File: src/rtl/nand_fe_pkg.sv
package nand_fe_pkg;
  typedef enum logic [1:0] {
    PTR_LO    = 2'd0,
    PTR_HI    = 2'd1,
    PTR_SPARE = 2'd2
  } ptr_e;

  localparam logic [7:0] OP_PTR_LO    = 8'h00;
  localparam logic [7:0] OP_PTR_HI    = 8'h01;
  localparam logic [7:0] OP_PTR_SPARE = 8'h50;
  localparam logic [7:0] OP_IDENT     = 8'h90;

  localparam int unsigned HALF_BYTES  = 256;
  localparam int unsigned MAIN_BYTES  = 512;
  localparam int unsigned SPARE_BYTES = 16;
  localparam int unsigned PAGE_BYTES  = MAIN_BYTES + SPARE_BYTES;
endpackage

File: src/rtl/nand_strobe_edge.sv
module nand_strobe_edge (
  input  logic clk_i,
  input  logic rst_ni,
  input  logic ce_ni,
  input  logic cle_i,
  input  logic ale_i,
  input  logic we_ni,
  input  logic re_ni,
  output logic cmd_stb_o,
  output logic adr_stb_o,
  output logic rd_stb_o
);
  logic we_q, re_q;
  logic we_rise, re_fall;

  always_ff @(posedge clk_i or negedge rst_ni) begin
    if (!rst_ni) begin
      we_q <= 1'b1;
      re_q <= 1'b1;
    end else begin
      we_q <= we_ni;
      re_q <= re_ni;
    end
  end

  assign we_rise   = ~we_q & we_ni & ~ce_ni;
  assign re_fall   = re_q & ~re_ni & ~ce_ni;
  assign cmd_stb_o = we_rise & cle_i & ~ale_i;
  assign adr_stb_o = we_rise & ale_i & ~cle_i;
  assign rd_stb_o  = re_fall;

  assert_cmd_after_low_R2: assert property (@(posedge clk_i) disable iff (!rst_ni)
    (cmd_stb_o || adr_stb_o) |-> $past(!we_ni));
endmodule

File: src/rtl/nand_cmd_decoder.sv
module nand_cmd_decoder
  import nand_fe_pkg::*;
#(
  parameter int unsigned DATA_W = 8
) (
  input  logic              clk_i,
  input  logic              rst_ni,
  input  logic              cmd_stb_i,
  input  logic              adr_stb_i,
  input  logic [DATA_W-1:0] io_i,
  input  logic              seq_done_i,
  output ptr_e              ptr_o,
  output logic              id_mode_o,
  output logic              id_setup_o,
  output logic              id_enter_o
);
  ptr_e ptr_q;
  logic id_q, setup_q;

  always_ff @(posedge clk_i or negedge rst_ni) begin
    if (!rst_ni) begin
      ptr_q   <= PTR_LO;
      id_q    <= 1'b0;
      setup_q <= 1'b0;
    end else if (cmd_stb_i) begin
      id_q    <= 1'b0;
      setup_q <= (io_i[7:0] == OP_IDENT);
      case (io_i[7:0])
        OP_PTR_LO:    ptr_q <= PTR_LO;
        OP_PTR_HI:    ptr_q <= PTR_HI;
        OP_PTR_SPARE: ptr_q <= PTR_SPARE;
        default:      ptr_q <= ptr_q;
      endcase
    end else begin
      if (adr_stb_i && setup_q) begin
        setup_q <= 1'b0;
        if (io_i == '0) id_q <= 1'b1;
      end
      // upper-half selection is one-shot
      if (seq_done_i && ptr_q == PTR_HI) ptr_q <= PTR_LO;
    end
  end

  assign ptr_o      = ptr_q;
  assign id_mode_o  = id_q;
  assign id_setup_o = setup_q;
  assign id_enter_o = adr_stb_i & setup_q & (io_i == '0) & ~cmd_stb_i;

  assert_id_hold_R9: assert property (@(posedge clk_i) disable iff (!rst_ni)
    (id_mode_o && !cmd_stb_i) |=> id_mode_o);
  assert_id_entry_R7: assert property (@(posedge clk_i) disable iff (!rst_ni)
    $rose(id_mode_o) |-> $past(adr_stb_i && io_i == '0));
  assert_hi_oneshot_R6: assert property (@(posedge clk_i) disable iff (!rst_ni)
    (seq_done_i && ptr_o == PTR_HI && !cmd_stb_i) |=> ptr_o == PTR_LO);
endmodule

File: src/rtl/nand_addr_collect.sv
module nand_addr_collect
  import nand_fe_pkg::*;
#(
  parameter int unsigned DATA_W   = 8,
  parameter int unsigned COL_W    = 10,
  parameter int unsigned ADDR_CYC = 3,
  localparam int unsigned ROW_W   = DATA_W * (ADDR_CYC - 1),
  localparam int unsigned CNT_W   = $clog2(ADDR_CYC),
  localparam int unsigned SPARE_W = $clog2(SPARE_BYTES)
) (
  input  logic              clk_i,
  input  logic              rst_ni,
  input  logic              cmd_stb_i,
  input  logic              adr_stb_i,
  input  logic              count_en_i,
  input  logic [DATA_W-1:0] io_i,
  input  ptr_e              ptr_i,
  output logic [COL_W-1:0]  start_col_o,
  output logic [ROW_W-1:0]  row_o,
  output logic              done_o,
  output logic              armed_o
);
  localparam logic [CNT_W-1:0] LAST = CNT_W'(ADDR_CYC - 1);

  logic [CNT_W-1:0]  cnt_q;
  logic [DATA_W-1:0] col_q;
  logic [ROW_W-1:0]  row_acc, row_nxt;
  logic [COL_W-1:0]  col_eff;

  always_comb begin
    row_nxt = row_acc;
    for (int k = 1; k < ADDR_CYC; k++) begin
      if (cnt_q == CNT_W'(k)) row_nxt[DATA_W*(k-1) +: DATA_W] = io_i;
    end
  end

  always_comb begin
    case (ptr_i)
      PTR_HI:    col_eff = COL_W'(HALF_BYTES) + COL_W'(col_q);
      PTR_SPARE: col_eff = COL_W'(MAIN_BYTES) + COL_W'(col_q[SPARE_W-1:0]);
      default:   col_eff = COL_W'(col_q);
    endcase
  end

  always_ff @(posedge clk_i or negedge rst_ni) begin
    if (!rst_ni) begin
      cnt_q       <= '0;
      col_q       <= '0;
      row_acc     <= '0;
      start_col_o <= '0;
      row_o       <= '0;
      done_o      <= 1'b0;
      armed_o     <= 1'b0;
    end else begin
      done_o <= 1'b0;
      if (cmd_stb_i) begin
        cnt_q   <= '0;
        armed_o <= 1'b0;
      end else if (adr_stb_i && count_en_i) begin
        row_acc <= row_nxt;
        if (cnt_q == '0) begin
          col_q   <= io_i;
          armed_o <= 1'b0;
        end
        if (cnt_q == LAST) begin
          cnt_q       <= '0;
          done_o      <= 1'b1;
          armed_o     <= 1'b1;
          start_col_o <= col_eff;
          row_o       <= row_nxt;
        end else begin
          cnt_q <= cnt_q + 1'b1;
        end
      end
    end
  end

  assert_col_bound_R3: assert property (@(posedge clk_i) disable iff (!rst_ni)
    done_o |-> (start_col_o < COL_W'(PAGE_BYTES)));
  assert_spare_mask_R4: assert property (@(posedge clk_i) disable iff (!rst_ni)
    (done_o && $past(ptr_i == PTR_SPARE)) |-> (start_col_o >= COL_W'(MAIN_BYTES)));
  assert_done_single_R5: assert property (@(posedge clk_i) disable iff (!rst_ni)
    done_o |=> !done_o);
  assert_armed_src_R5: assert property (@(posedge clk_i) disable iff (!rst_ni)
    $rose(armed_o) |-> done_o);
endmodule

File: src/rtl/nand_read_port.sv
module nand_read_port #(
  parameter int unsigned DATA_W      = 8,
  parameter logic [7:0]  MAKER_CODE  = 8'hEC,
  parameter logic [7:0]  DEVICE_CODE = 8'h75
) (
  input  logic              clk_i,
  input  logic              rst_ni,
  input  logic              rd_stb_i,
  input  logic              id_mode_i,
  input  logic              id_enter_i,
  input  logic              armed_i,
  output logic [DATA_W-1:0] dout_o,
  output logic              rd_en_o
);
  logic [1:0]        idx_q;
  logic [DATA_W-1:0] id_byte;

  always_comb begin
    case (idx_q)
      2'd0:    id_byte = DATA_W'(MAKER_CODE);
      2'd1:    id_byte = DATA_W'(DEVICE_CODE);
      default: id_byte = '0;
    endcase
  end

  always_ff @(posedge clk_i or negedge rst_ni) begin
    if (!rst_ni) begin
      idx_q   <= '0;
      dout_o  <= '0;
      rd_en_o <= 1'b0;
    end else begin
      rd_en_o <= 1'b0;
      if (id_enter_i) begin
        idx_q <= '0;
      end else if (rd_stb_i) begin
        if (id_mode_i) begin
          dout_o <= id_byte;
          if (idx_q != 2'd2) idx_q <= idx_q + 1'b1;
        end else if (armed_i) begin
          rd_en_o <= 1'b1;
          dout_o  <= '0;
        end
      end
    end
  end

  assert_no_rden_in_id_R10: assert property (@(posedge clk_i) disable iff (!rst_ni)
    rd_en_o |-> $past(!id_mode_i && armed_i));
  assert_rden_from_strobe_R10: assert property (@(posedge clk_i) disable iff (!rst_ni)
    rd_en_o |-> $past(rd_stb_i));
endmodule

File: src/rtl/nand_col_ptr_front.sv
module nand_col_ptr_front
  import nand_fe_pkg::*;
#(
  parameter int unsigned DATA_W      = 8,
  parameter int unsigned COL_W       = 10,
  parameter int unsigned ADDR_CYC    = 3,
  parameter logic [7:0]  MAKER_CODE  = 8'hEC,
  parameter logic [7:0]  DEVICE_CODE = 8'h75,
  localparam int unsigned ROW_W      = DATA_W * (ADDR_CYC - 1)
) (
  input  logic              clk_i,
  input  logic              rst_ni,
  input  logic              ce_ni,
  input  logic              cle_i,
  input  logic              ale_i,
  input  logic              we_ni,
  input  logic              re_ni,
  input  logic [DATA_W-1:0] io_i,
  output logic [DATA_W-1:0] dout_o,
  output logic              rd_en_o,
  output logic [COL_W-1:0]  start_col_o,
  output logic [ROW_W-1:0]  row_o,
  output logic              addr_done_o
);
  logic cmd_stb, adr_stb, rd_stb;
  logic id_mode, id_setup, id_enter, armed;
  ptr_e ptr;

  nand_strobe_edge u_edge (
    .clk_i, .rst_ni, .ce_ni, .cle_i, .ale_i, .we_ni, .re_ni,
    .cmd_stb_o(cmd_stb), .adr_stb_o(adr_stb), .rd_stb_o(rd_stb)
  );

  nand_cmd_decoder #(.DATA_W(DATA_W)) u_dec (
    .clk_i, .rst_ni,
    .cmd_stb_i(cmd_stb), .adr_stb_i(adr_stb), .io_i,
    .seq_done_i(addr_done_o),
    .ptr_o(ptr), .id_mode_o(id_mode), .id_setup_o(id_setup), .id_enter_o(id_enter)
  );

  nand_addr_collect #(.DATA_W(DATA_W), .COL_W(COL_W), .ADDR_CYC(ADDR_CYC)) u_adr (
    .clk_i, .rst_ni,
    .cmd_stb_i(cmd_stb), .adr_stb_i(adr_stb),
    .count_en_i(~id_mode & ~id_setup), .io_i, .ptr_i(ptr),
    .start_col_o, .row_o, .done_o(addr_done_o), .armed_o(armed)
  );

  nand_read_port #(.DATA_W(DATA_W), .MAKER_CODE(MAKER_CODE), .DEVICE_CODE(DEVICE_CODE)) u_rd (
    .clk_i, .rst_ni,
    .rd_stb_i(rd_stb), .id_mode_i(id_mode), .id_enter_i(id_enter), .armed_i(armed),
    .dout_o, .rd_en_o
  );
endmodule

File: config.mk
export PLATFORM = sky130hd
export DESIGN_NAME = nand_col_ptr_front
export DESIGN_NICKNAME = d
export VERILOG_FILES = /design/src/rtl/nand_fe_pkg.sv /design/src/rtl/nand_strobe_edge.sv /design/src/rtl/nand_cmd_decoder.sv /design/src/rtl/nand_addr_collect.sv /design/src/rtl/nand_read_port.sv /design/src/rtl/nand_col_ptr_front.sv
export SDC_FILE = /design/constraint.sdc
export NUM_CORES = 1
export LEC_CHECK = 0
export CORE_ASPECT_RATIO = 1.2
export CORE_MARGIN = 2
export CORE_UTILIZATION = 45
export CTS_CLUSTER_SIZE = 24
export DETAILED_ROUTE_END_ITERATION = 8
export PLACE_DENSITY = 0.74
export SYNTH_ARGS = -nofsm -noshare
export SYNTH_HDL_FRONTEND = slang
export SYNTH_SLANG_ARGS = --single-unit
export TNS_END_PERCENT = 1
File: constraint.sdc
create_clock -name clk_i -period 5.65 [get_ports clk_i]
set_clock_uncertainty 0.2 [all_clocks]
set_input_delay 1.4125 -clock clk_i [delete_from_list [all_inputs] [get_ports clk_i]]
set_output_delay 1.4125 -clock clk_i [all_outputs]
set_load 0.02 [all_outputs]
After elaboration in Yosys (flattened, before gate mapping)
Cells that the tools add are included.
{"block": "op_classes", "n_mux": 32, "n_eq_ne": 10, "bitwise_logic": 21, "reduce_logical": 23, "addsub": 4}
{"operator": "$mux 8", "n": 4}
{"operator": "$pmux 10 s2", "n": 1}
{"operator": "$mux 2", "n": 9}
{"operator": "$mux 1", "n": 16}
{"operator": "$pmux 8 s2", "n": 1}
{"operator": "$reduce_bool 2->1", "n": 8}
{"operator": "$and 1x1->1", "n": 12}
{"operator": "$reduce_and 3->1", "n": 4}
{"operator": "$add 10x4->10 const A", "n": 1}
{"operator": "$add 9x8->10 const A", "n": 1}
{"operator": "$not 1->1", "n": 9}
{"operator": "$eq 8x1->1 const B", "n": 1}
{"operator": "$eq 8x7->1 const B", "n": 1}
{"operator": "$eq 8x8->1 const B", "n": 1}
{"operator": "$logic_not 8->1", "n": 1}
{"operator": "$reduce_and 2->1", "n": 4}
{"operator": "$eq 2x1->1 const B", "n": 3}
{"operator": "$pmux 2 s3", "n": 1}
{"operator": "$add 2x1->2 const B", "n": 2}
{"operator": "$eq 2x2->1 const B", "n": 2}
{"operator": "$logic_not 2->1", "n": 2}
{"operator": "$ne 4x4->1 const B", "n": 1}
{"operator": "$logic_and 1x1->1", "n": 3}
{"operator": "$reduce_bool 3->1", "n": 1}
{"operator": "$ne 2x2->1 const B", "n": 1}
{"block": "word_totals", "wordCells": 105, "regBits": 71, "input_bits": 15, "out_inout_bits": 36}

Depth between registers and ports, before layout
Gate-level depths: netlist (run 1).
{"block": "depth", "word_depth": 10, "ltp_mapped": 6, "mapped_depth_nobuf": 5}

Modules after synthesis
A second synthesis (run 1) with hierarchy kept.
{"block": "unflattened", "cells_unflattened": 181, "area_unflattened_um2": 2577.5}
{"mod": "nand_addr_collect", "area_each_um2": 1894.3, "cells_each": 119, "n_inst": 1, "seq_area_each_um2": 1151.1}
{"mod": "nand_read_port", "area_each_um2": 355.3, "cells_each": 31, "n_inst": 1, "seq_area_each_um2": 150.1}
{"mod": "nand_cmd_decoder", "area_each_um2": 230.2, "cells_each": 24, "n_inst": 1, "seq_area_each_um2": 100.1}
{"mod": "nand_strobe_edge", "area_each_um2": 93.8, "cells_each": 6, "n_inst": 1, "seq_area_each_um2": 52.6}
{"mod": "nand_col_ptr_front", "area_each_um2": 3.8, "cells_each": 1, "n_inst": 1, "seq_area_each_um2": 0.0}

Worst setup path before layout (run 1)
OpenSTA, ideal clock, no wires.
{"block": "synth_timing", "path_kind": "input port to flip-flop", "from": "input ce_ni", "to": "register u_adr.row_acc[0]", "cell_stages": 5, "setup_ns": 0.125, "slack_ns": 2.679, "t_arrival_ns": 2.646, "path_buffers": 1, "required_ns": 5.325, "cell_sequence": "nor3b_4 > nand3_2 > or3b_1 > buf_6 > mux2_4"}
{"block": "synth_via", "elab_chain_cells": 6, "word_cells_on_any_way": 9, "classes_between": "bitwise (7); reduce/logical (2)"}
{"item": "start, declared", "line_no": "nand_col_ptr_front.sv:13", "rtl": "input logic ce_ni,"}
{"item": "$not 1->1 (*)", "line_no": "nand_strobe_edge.sv:26", "rtl": "assign we_rise = ~we_q & we_ni & ~ce_ni;"}
{"item": "$and 1x1->1 (*)", "line_no": "nand_strobe_edge.sv:26"}
{"item": "$and 1x1->1 (on tied branches) (2 in a row)", "line_no": "nand_strobe_edge.sv:29, nand_strobe_edge.sv:28"}
{"item": "$logic_and 1x1->1 / $not 1->1 (equally long branches)"}
{"item": "$reduce_and 2->1 (no line) (*)"}
{"item": "end signal, assigned", "line_no": "nand_addr_collect.sv:60", "rtl": "row_acc <= row_nxt;"}
{"item": "end, declared", "line_no": "nand_addr_collect.sv:27", "rtl": "logic [ROW_W-1:0] row_acc, row_nxt;"}
Mark *: on every way between the ends. The rest lies on a longest branch, timed or not.
A chain may end at the register's enable or synchronous reset.

Worst setup path after layout (run 1)
{"block": "layout_timing", "from": "input we_ni", "to": "register u_adr.row_acc[3]"}
{"block": "layout_via", "elab_chain_cells": 6, "word_cells_on_any_way": 9, "classes_between": "bitwise (7); reduce/logical (2)"}
{"item": "start, declared", "line_no": "nand_col_ptr_front.sv:16", "rtl": "input logic we_ni,"}
{"item": "$and 1x1->1 (*) (2 in a row)", "line_no": "nand_strobe_edge.sv:26"}
{"item": "$and 1x1->1 (on tied branches) (2 in a row)", "line_no": "nand_strobe_edge.sv:29, nand_strobe_edge.sv:28"}
{"item": "$logic_and 1x1->1 / $not 1->1 (equally long branches)"}
{"item": "$reduce_and 2->1 (no line) (*)"}
Marks and branches as above.

==> summary.md, run 1 <==
| Metric | Value |
|---|---|
| Routed WL | 5.03 mm |
| Critical Path RT | 5.66 ns |
| Post-route cell area | 0.00324 mm2 |
| Gr ovfl total | 0 |
| Worst hold path class | reg2reg |
| Fin crit period | 3.38 ns |
| Tot Pwr | 0.00103 W |
| Antenna violations before repair | 0 |
| Ports | 51 |
| Sink Count | 58 |
| Worst EP arrival | 3.39 ns |
| Port buffer count | 49 |
| CP Launch Type | input pin |
| Largest family of logic cells by synthesized area | simple AND/OR/NAND/NOR gates |
| Setup repair bufs after CTS | 0 |
| Met1 Wirelength | 2.40 mm |
| Outcome | finished, final reports clean |
| Skew-Pair Late Insertion Delay | 0.33 ns |
| Top FF cell, synth | dfrtp_1 |
| Fin Setup TNS | 0 ns |
| PD cells | 317 mW/mm2 |
| Final core utilization | 60.7% |
| First-pass GRT wire length | 8.81 mm |
| Placed cell count | 330 |
| Syn_nets | 250 |
| GRT Total Usage | 18.7% |
| Die Ht | 85.7 um |
| Layout net count | 301 |
| Placed inst area | 0.00302 mm2 |
| Mux cell area share after synthesis | 9.24% |
| Compound-Gate Fraction of Synth Area | 4.00% |
| CTS Buffer Depth | 2 |
| Number of flops mapped to enable cells by yosys | 0 |
| Yosys warnings | 0 |
| Count of final max-slew check failures | 0 |
| Effective utilization at floorplan | 47.0% |
| Die width | 72.1 um |
| Crit-path max FO | 9 |
| Via count | 1,760 |
| Cts repair resizes | 0 |
| DR WL/cell | 14.5 um |
| Top-area cell type share of the netlist area | 55.9% |
| Clock root buffer | clkbuf_8 |
| Top Metal Used | met4 |
| Clk pin slew, worst setup/hold paths | 0.06 ns |
| F_max | 0.296 GHz |
| Post-synthesis sequential area ratio | 58.0% |
| Synth Area in Adders | 3.50% |
| CTS tree | done |
| Ratio of cells with drive above 1 in the final layout | 15.1% |
| Clock buffer count from CTS | 9 |
| Number of global-route vias before repair | 1,817 |
| Synthesized instance count | 228 |
| Slew HR | 51.7% |
| Count leader, synth | nand2_1 |
| Core area | 0.00533 mm2 |
| Synth Area in Simple Gates | 21.1% |
| Largest area contributor in the netlist | dfrtp_1 |
| Post-route ant nets | 0 |
| Max_cap viols | 0 |
| XOR/XNOR Fraction of Synth Area | 0.350% |
| Synth area leaders | dfrtp_1, nand2_1, mux2_4, mux2_2, ha_1 |
| DRT iter0 DRCs | 123 |
| GP Congestion | 0.769 |
| Drt pass-1 iters | 4 |
| Asr flop ratio synth | 100% |
| Kind of critical path | in2reg |
| Reg2Reg Setup Slack | 3.47 ns |
| Worst Tran Pin Value | 0.724 ns |
| Layout Cells excl Fill | 346 |
| Crit share post-route | 59.9% |
| Avg Cell Area, Syn | 11.0 um2 |
| DRC | 0 |
| Leak Pwr | 1.57 nW |
| Row cnt | 29 |
| Library cells used by synthesis | 38 |
| RSZ-0062 raised after global routing | no |
| Number of synthesized register bits | 58 |
| Peak supply drop | 0.000200 V |
| Post-Syn Area | 0.00250 mm2 |
| Largest net degree at the start of global routing | 59 |
| Final setup fails | 0 |
| Die area | 0.00618 mm2 |
| Area Overhead vs Synth | 29.3% |
| DR WL met3 | 146 um |
| Inserted Diodes | 0 |
| WL met2 | 2.40 mm |
| H-tree depth | 3 |
| # hold bufs at CTS | 0 |
| Post-DP HPWL | 3.36 mm |
| Vias per Instance | 5.09 |
| Post-synth top cells | nand2_1, dfrtp_1, mux2_2, o21ai_0, mux2_4 |
| Setup crit end kind | flop |
| Hold Violations, Final | 0 |
==> power by group <==
group | internal [W] | switching, W | total [W]
sequential | 0.000462 | 0.0000282 | 0.000490
clock | 0.000259 | 0.000158 | 0.000417
combinational | 0.0000666 | 0.0000530 | 0.000120
total | 0.000787 | 0.000239 | 0.00103
==> final timing paths <==
path,startpoint,end,cells past startpoint
setup / recovery,we_ni,u_adr.row_acc[3],5
hold / removal,u_adr.row_o[0],u_adr.row_o[0],2
setup reg to reg,u_edge.we_q,u_adr.row_acc[3],4
hold reg to reg,u_adr.row_o[0],u_adr.row_o[0],2
max in group asynchronous,rst_ni,u_rd.dout_o[3],2
min in group asynchronous,rst_ni,u_dec.id_mode_o,2
==> flip-flops by register name (all words and copies together) (netlist names) <==
| register | count |
|---|---|
| u_adr.cnt_q | 2 |
| u_dec.id_setup_o | 1 |
| u_edge.re_q | 1 |
| u_adr.start_col_o | 10 |
| u_adr.row_acc | 8 |
| u_dec.id_mode_o | 1 |
| u_adr.done_o | 1 |
| u_adr.armed_o | 1 |
| u_edge.we_q | 1 |
| u_adr.col_q | 8 |
| u_adr.row_o | 16 |
| u_rd.idx_q | 2 |
| u_rd.rd_en_o | 1 |
| u_dec.ptr_o | 2 |
| u_rd.dout_o | 3 |
==> critical path: stages <==
cell and delay (ns):
clkdlybuf4s50_1 0.49, nor3b_4 0.29, nand3_2 0.18, or3b_1 0.64, mux2_4 0.37
==> through the flow <==
stage / setup WS [ns] / hold slack (ns)
6_report: 2.27 / 0.269
5_1_grt: 2.16 / 0.296
4_1_cts: 2.27 / 0.278
3_5_place_dp: 1.92 / 0.259
3_3_place_gp: 1.98 / 0.254
2_1_floorplan: 2.68 / 0.235
==> placed cells by master (no fill, tap or decap), types with 2 or more instances in the layout <==
| master | instances |
|---|---|
| nand3b_1 | 2 |
| nor2b_1 | 2 |
| nand4_1 | 4 |
| dfrtp_1 | 56 |
| ha_1 | 7 |
| nand2_1 | 79 |
| nor3b_1 | 2 |
| nand3_1 | 5 |
| clkinv_2 | 2 |
| o211ai_1 | 2 |
| mux2_2 | 9 |
| bufinv_16 | 2 |
| clkdlybuf4s50_1 | 48 |
| mux2_4 | 8 |
| and2_1 | 2 |
| dfstp_2 | 2 |
| inv_1 | 5 |
| a22o_1 | 3 |
| buf_4 | 3 |
| nor4bb_1 | 2 |
| o21ai_0 | 9 |
| clkbuf_8 | 10 |
==> per-layer routing <==
metal	up-vias	track usage, %
li1	859	-
met1	863	24.9
met2	31	28.9
met3	7	4.11
met4	0	9.26
met5	-	0
==> area by class of cell <==
cell class                      count  area (um2)
Clock buffer                       11         141
Timing Repair Buffer               52         508
Multi-Input combinational cell    153         961
Fill cell                         471        2100
Clock inverter                      5        77.6
Inverter                            5        18.8
Sequential cell                    58        1450
Tap cell                           62        77.6
==> logic make-up after synthesis <==
family | Yosys count
and+or+nand+nor | 110
DFF | 58
muxes | 18
buffers and inverters | 17
AOI/OAI and AO/OA | 16
adders and majority gates | 7
other | 1
xor gates and xnor gates | 1
Power figures use the tool's default switching activity.
==> inputs of run 2 (changes only) <==
--- a/config.mk
+++ b/config.mk
@@ -10,7 +10,7 @@
 export CORE_UTILIZATION = 45
 export CTS_CLUSTER_SIZE = 24
 export DETAILED_ROUTE_END_ITERATION = 8
-export PLACE_DENSITY = 0.74
+export PLACE_DENSITY = 0.77
 export SYNTH_ARGS = -nofsm -noshare
 export SYNTH_HDL_FRONTEND = slang
 export SYNTH_SLANG_ARGS = --single-unit
==> constraint.sdc (replaced) <==
create_clock -name clk_i -period 2.75 [get_ports clk_i]
set_clock_uncertainty 0.2 [all_clocks]
set_input_delay 0.6875 -clock clk_i [delete_from_list [all_inputs] [get_ports clk_i]]
set_output_delay 0.6875 -clock clk_i [all_outputs]
set_load 0.02 [all_outputs]
==> run 2 against run 1 <==
Wire length increased by 0.79%. Clock power increased by 71%. Utilization increased by 1.7 points. Highest routed layer unchanged.
==> summary.md, run 2 (synthesized netlist as in run 1, its figures left out) <==
| Metric | Value |
|---|---|
| Routed WL | 5.07 mm |
| PD cells | 596 mW/mm2 |
| Gr ovfl total | 0 |
| Crit-path max FO | 9 |
| Slew HR | 46.2% |
| Setup repair bufs after CTS | 0 |
| Crit share post-route | 87.1% |
| Sink Count | 58 |
| Fin Setup TNS | 0 ns |
| Crit path largest cell delay | 0.48 ns |
| Clock root buffer | clkbuf_8 |
| Ports | 51 |
| Largest net degree at the start of global routing | 38 |
| DR WL/cell | 14.1 um |
| Clk pin slew, worst setup/hold paths | 0.06 ns |
| Largest register FFs | 16 |
| GP Congestion | 0.856 |
| Sequential group share of total power | 51.0% |
| Row cnt | 29 |
| Drt pass-1 iters | 4 |
| Hold Violations, Final | 0 |
| Antenna violations before repair | 0 |
| Via count | 1,829 |
| Fin crit period | 2.40 ns |
| Clock buffer count from CTS | 9 |
| CTS tree | done |
| Critical Path RT | 2.77 ns |
| Number of global-route vias before repair | 1,794 |
| CP Launch Type | input pin |
| Die Ht | 85.7 um |
| Max_cap viols | 0 |
| Leak Pwr | 1.63 nW |
| DRT iter0 DRCs | 53 |
| RSZ-0062 raised after global routing | no |
| Layout Cells excl Fill | 361 |
| Post-route ant nets | 0 |
| Worst Path Buf+Inv | 2 |
| Commonest non-fill, non-tap cell in the layout | nand2_1 |
| Placed inst area | 0.00314 mm2 |
| Tot Pwr | 0.00198 W |
| Count of final max-slew check failures | 0 |
| F_max | 0.417 GHz |
| Ratio of cells with drive above 1 in the final layout | 18.7% |
| # hold bufs at CTS | 0 |
| Die width | 72.1 um |
| Port buffer count | 49 |
| Layout net count | 316 |
| Inserted Diodes | 0 |
| H-tree depth | 3 |
| Core area | 0.00533 mm2 |
| Worst Tran Pin Value | 0.808 ns |
| Kind of critical path | in2reg |
| Combinational share of power | 12.9% |
| DRC | 0 |
| Crit path max-delay cell type | clkdlybuf4s50_1 |
| Final setup fails | 0 |
| Placed cell count | 345 |
| Post-DP HPWL | 3.66 mm |
| NetSw | 0.000486 W |
| Effective utilization at floorplan | 47.0% |
| Skew-Pair Late Insertion Delay | 0.33 ns |
| Worst EP arrival | 2.41 ns |
| Vias per Instance | 5.07 |
| Worst hold path class | in2async |
| Fill count | 445 |
| Int Pwr | 0.00150 W |
| Clk pwr share | 36.1% |
| Setup crit end kind | flop |
| First-pass GRT wire length | 8.73 mm |
| Leading registers by flop count | u_adr.row_o: 16 flops, u_adr.start_col_o: 10 flops |
| Cts repair resizes | 0 |
| Worst path cell trace | clkdlybuf4s50_1, nor3b_4, nand3_2, or3b_1, buf_4, mux2_4 |
| CTS Buffer Depth | 2 |
| Sw frac | 24.5% |
| Area Overhead vs Synth | 32.9% |
| Most flops, register | u_adr.row_o |
| Post-route cell area | 0.00333 mm2 |
| Outcome | finished, final reports clean |
| Peak supply drop | 0.000347 V |
| Die area | 0.00618 mm2 |
| Commonest non-fill, non-tap cells in the layout | nand2_1, dfrtp_1, clkdlybuf4s50_1 |
| GRT Total Usage | 18.6% |
| Delay-heaviest family, CP | simple AND/OR/NAND/NOR gates |
run 2: worst paths after layout:
check,from,endpoint,slack (ns),depth (start not counted)
hold reg to reg,u_adr.row_o[1],u_adr.row_o[1],0.27,2
setup reg to reg,u_dec.id_mode_o,u_adr.row_acc[7],0.77,5
min in group clk_i,u_adr.row_o[1],u_adr.row_o[1],0.27,2
hold / removal,rst_ni,u_rd.idx_q[0],0.25,1
setup / recovery,we_ni,u_adr.row_acc[7],0.35,6
max in group asynchronous,rst_ni,u_dec.ptr_o[1],1.43,2
run 2: through the flow:
step	util [%]	worst slack, ns	hold WS [ns]
CTS	62.4	0.353	0.272
global placement	58.9	0.0330	0.255
global route	62.4	0.259	0.297
detailed placement	58.9	0.0373	0.261
floorplan	-	0.504	0.192
finish	62.4	0.354	0.248
run 2: cell type report:
cell class                      count  area, um2  share of cell area (%)
Clock buffer                       15        176                    5.30
Clock inverter                      1       7.51                   0.226
Inverter                            5       18.8                   0.564
Multi-Input combinational cell    153        961                    28.9
Sequential cell                    58       1450                    43.7
Tap cell                           62       77.6                    2.33
Timing Repair Buffer               67        633                    19.0
run 2: power by group through the flow:
stage | clock network, W | registers (W) | logic, W
6_report | 0.000715 | 0.00101 | 0.000255
5_1_grt | 0.000776 | 0.00102 | 0.000281
4_1_cts | 0.000732 | 0.00101 | 0.000260
3_5_place_dp | 0 | 0.00103 | 0.000259
3_3_place_gp | 0 | 0.00102 | 0.000252
2_1_floorplan | 0 | 0.00103 | 0.000117
run 2: routing by layer:
metal | vias up | wire length, um | global-route usage, %
met2 | 39 | 2520 | 29.9
met5 | - | 0 | 0
met4 | 0 | 134 | 9.09
li1 | 888 | - | -
met3 | 12 | 190 | 4.23
met1 | 890 | 2230 | 23.7
==> inputs of run 3 (changes only) <==
--- a/config.mk
+++ b/config.mk
@@ -5,12 +5,15 @@
 export SDC_FILE = /design/constraint.sdc
 export NUM_CORES = 1
 export LEC_CHECK = 0
+export CELL_PAD_IN_SITES_DETAIL_PLACEMENT = 0
+export CELL_PAD_IN_SITES_GLOBAL_PLACEMENT = 1
 export CORE_ASPECT_RATIO = 1.2
 export CORE_MARGIN = 2
-export CORE_UTILIZATION = 45
+export CORE_UTILIZATION = 43
 export CTS_CLUSTER_SIZE = 24
 export DETAILED_ROUTE_END_ITERATION = 8
-export PLACE_DENSITY = 0.77
+export DONT_BUFFER_PORTS = 1
+export PLACE_DENSITY = 0.76
 export SYNTH_ARGS = -nofsm -noshare
 export SYNTH_HDL_FRONTEND = slang
 export SYNTH_SLANG_ARGS = --single-unit
==> run 3 against run 2 <==
Largest power group unchanged. Highest routed layer unchanged. Global-route usage decreased by 1.6 points. Wire length down 6.7%. Clock power rose by 11%. Critical path type is now reg2reg. Critical endpoint is now u_adr.row_acc[5]. Largest cell class unchanged.
==> summary.md, run 3 (synthesized netlist as in run 1, its figures left out) <==
| Metric | Value |
|---|---|
| Outcome | finished, final reports clean |
| Commonest non-fill, non-tap cell in the layout | nand2_1 |
| DRT iter0 DRCs | 42 |
| Clock buffer count from CTS | 9 |
| CTS Buffer Depth | 2 |
| PD cells | 713 mW/mm2 |
| Row cnt | 30 |
| PnR worst setup slack | 0.591 ns |
| Drt pass-1 iters | 4 |
| Layout net count | 254 |
| Die width | 73.7 um |
| Worst Hold Slack | 0.0189 ns |
| RSZ-0062 raised after global routing | no |
| Crit share post-route | 78.5% |
| Peak supply drop | 0.000401 V |
| Critical Path RT | 2.76 ns |
| Worst hold path class | in2async |
| Post-route ant nets | 0 |
| Reg2Reg Setup Slack | 0.59 ns |
| Count of final max-slew check failures | 0 |
| Clk pin slew, worst setup/hold paths | 0.06 ns |
| H-tree depth | 3 |
| M2 GR Usage | 25.7% |
| CTS tree | done |
| Crit-path max FO | 9 |
| Max_cap viols | 0 |
| RR Startpoint | u_edge.we_q |
| Routing usage on met1 | 22.3% |
| Effective utilization at floorplan | 44.5% |
| Worst EP arrival | 2.17 ns |
| Leak Pwr | 1.41 nW |
| Most flops, register | u_adr.row_o |
| Tot Pwr | 0.00198 W |
| Port buffer count | 0 |
| Final core utilization | 49.3% |
| Largest net degree at the start of global routing | 59 |
| DRC | 0 |
| GRT met3 Usage | 5.64% |
| Antenna violations before repair | 0 |
| Worst Reg2Reg Path Length in Cells | 4 |
| Worst Tran Pin Value | 0.567 ns |
| GP Congestion | 0.752 |
| Post-DP HPWL | 3.19 mm |
| Capture point of the worst reg-to-reg path | u_adr.row_acc[5] |
| Ports | 51 |
| GRT Total Usage | 17.0% |
| Pre-CTS WS | 0.278 ns |
| Hold Violations, Final | 0 |
| Clock root buffer | clkbuf_8 |
| Cts repair resizes | 0 |
| Leading registers by flop count | u_adr.row_o: 16 flops, u_adr.start_col_o: 10 flops |
| Number of global-route vias before repair | 1,688 |
| Kind of critical path | reg2reg |
| First-pass GRT wire length | 8.19 mm |
| Sink Count | 58 |
| Fin crit period | 2.16 ns |
| Largest register FFs | 16 |
| Area Overhead vs Synth | 10.8% |
| Die area | 0.00645 mm2 |
| DR WL/cell | 15.7 um |
| Die Ht | 87.6 um |
| Final setup fails | 0 |
| Core area | 0.00563 mm2 |
| Layer carrying the most global-route usage | met2 |
| Slew HR | 62.2% |
| Vias per Instance | 5.26 |
| Commonest non-fill, non-tap cells in the layout | nand2_1, dfrtp_1, clkbuf_8 |
| Fin Setup TNS | 0 ns |
| CP Launch Type | flop |
| Skew-Pair Late Insertion Delay | 0.33 ns |
| Routed WL | 4.73 mm |
| F_max | 0.463 GHz |
| Ratio of cells with drive above 1 in the final layout | 19.0% |
| Via count | 1,583 |
| Setup crit end kind | flop |
| Inserted Diodes | 0 |
| Gr ovfl total | 0 |
-- run 3: critical path: stages, from the launching register on --
cell	delay, ns
dfstp_2	0.37
nor3b_4	0.28
nand3_2	0.18
or3b_1	0.64
mux2_4	0.37
-- run 3: final cells by class --
class / instances / area [um2]
clock buffers: 11 / 151
clock inverters: 5 / 52.6
fillers: 524 / 2860
inverters: 5 / 18.8
multi-input cells: 153 / 961
flip-flops and latches: 58 / 1450
well taps: 64 / 80.1
repair buffers: 5 / 57.6
-- run 3: power by group --
group	internal, W	switching (W)
Sequential	0.000949	0.0000874
Clock	0.000463	0.000332
Combinational	0.0000899	0.0000585
Total	0.00150	0.000478
-- run 3: layer usage --
metal  vias up  routed length (um)
met1       777                2200
met5         -                   0
met2        32                2260
met4         0                  72
li1        766                   -
met3         8                 195
-- run 3: metrics by stage --
stage / cells / cell area, um2
final: 301 / 2780
after floorplan: 228 / 2500
after global routing: 301 / 2780
after detailed placement: 284 / 2540
after CTS: 301 / 2780
after global placement: 284 / 2540
-- run 3: worst max path at each step --
stage                startpoint               end  slack (ns)  cells past startpoint
CTS                 u_edge.we_q  u_adr.row_acc[7]        0.58                      4
global placement          we_ni  u_adr.row_acc[5]        0.30                      4
detailed placement        we_ni  u_adr.row_acc[3]        0.28                      4
finish              u_edge.we_q  u_adr.row_acc[5]        0.59                      4
global route        u_edge.we_q  u_adr.row_acc[7]        0.48                      4
floorplan                 ce_ni  u_adr.row_acc[0]        0.50                      5
-- run 3: what timing repair did --
item                      4_1_cts  5_1_grt
hold buffers                    1        0
setup buffers                   0        0
hold endpoints to repair       58        0
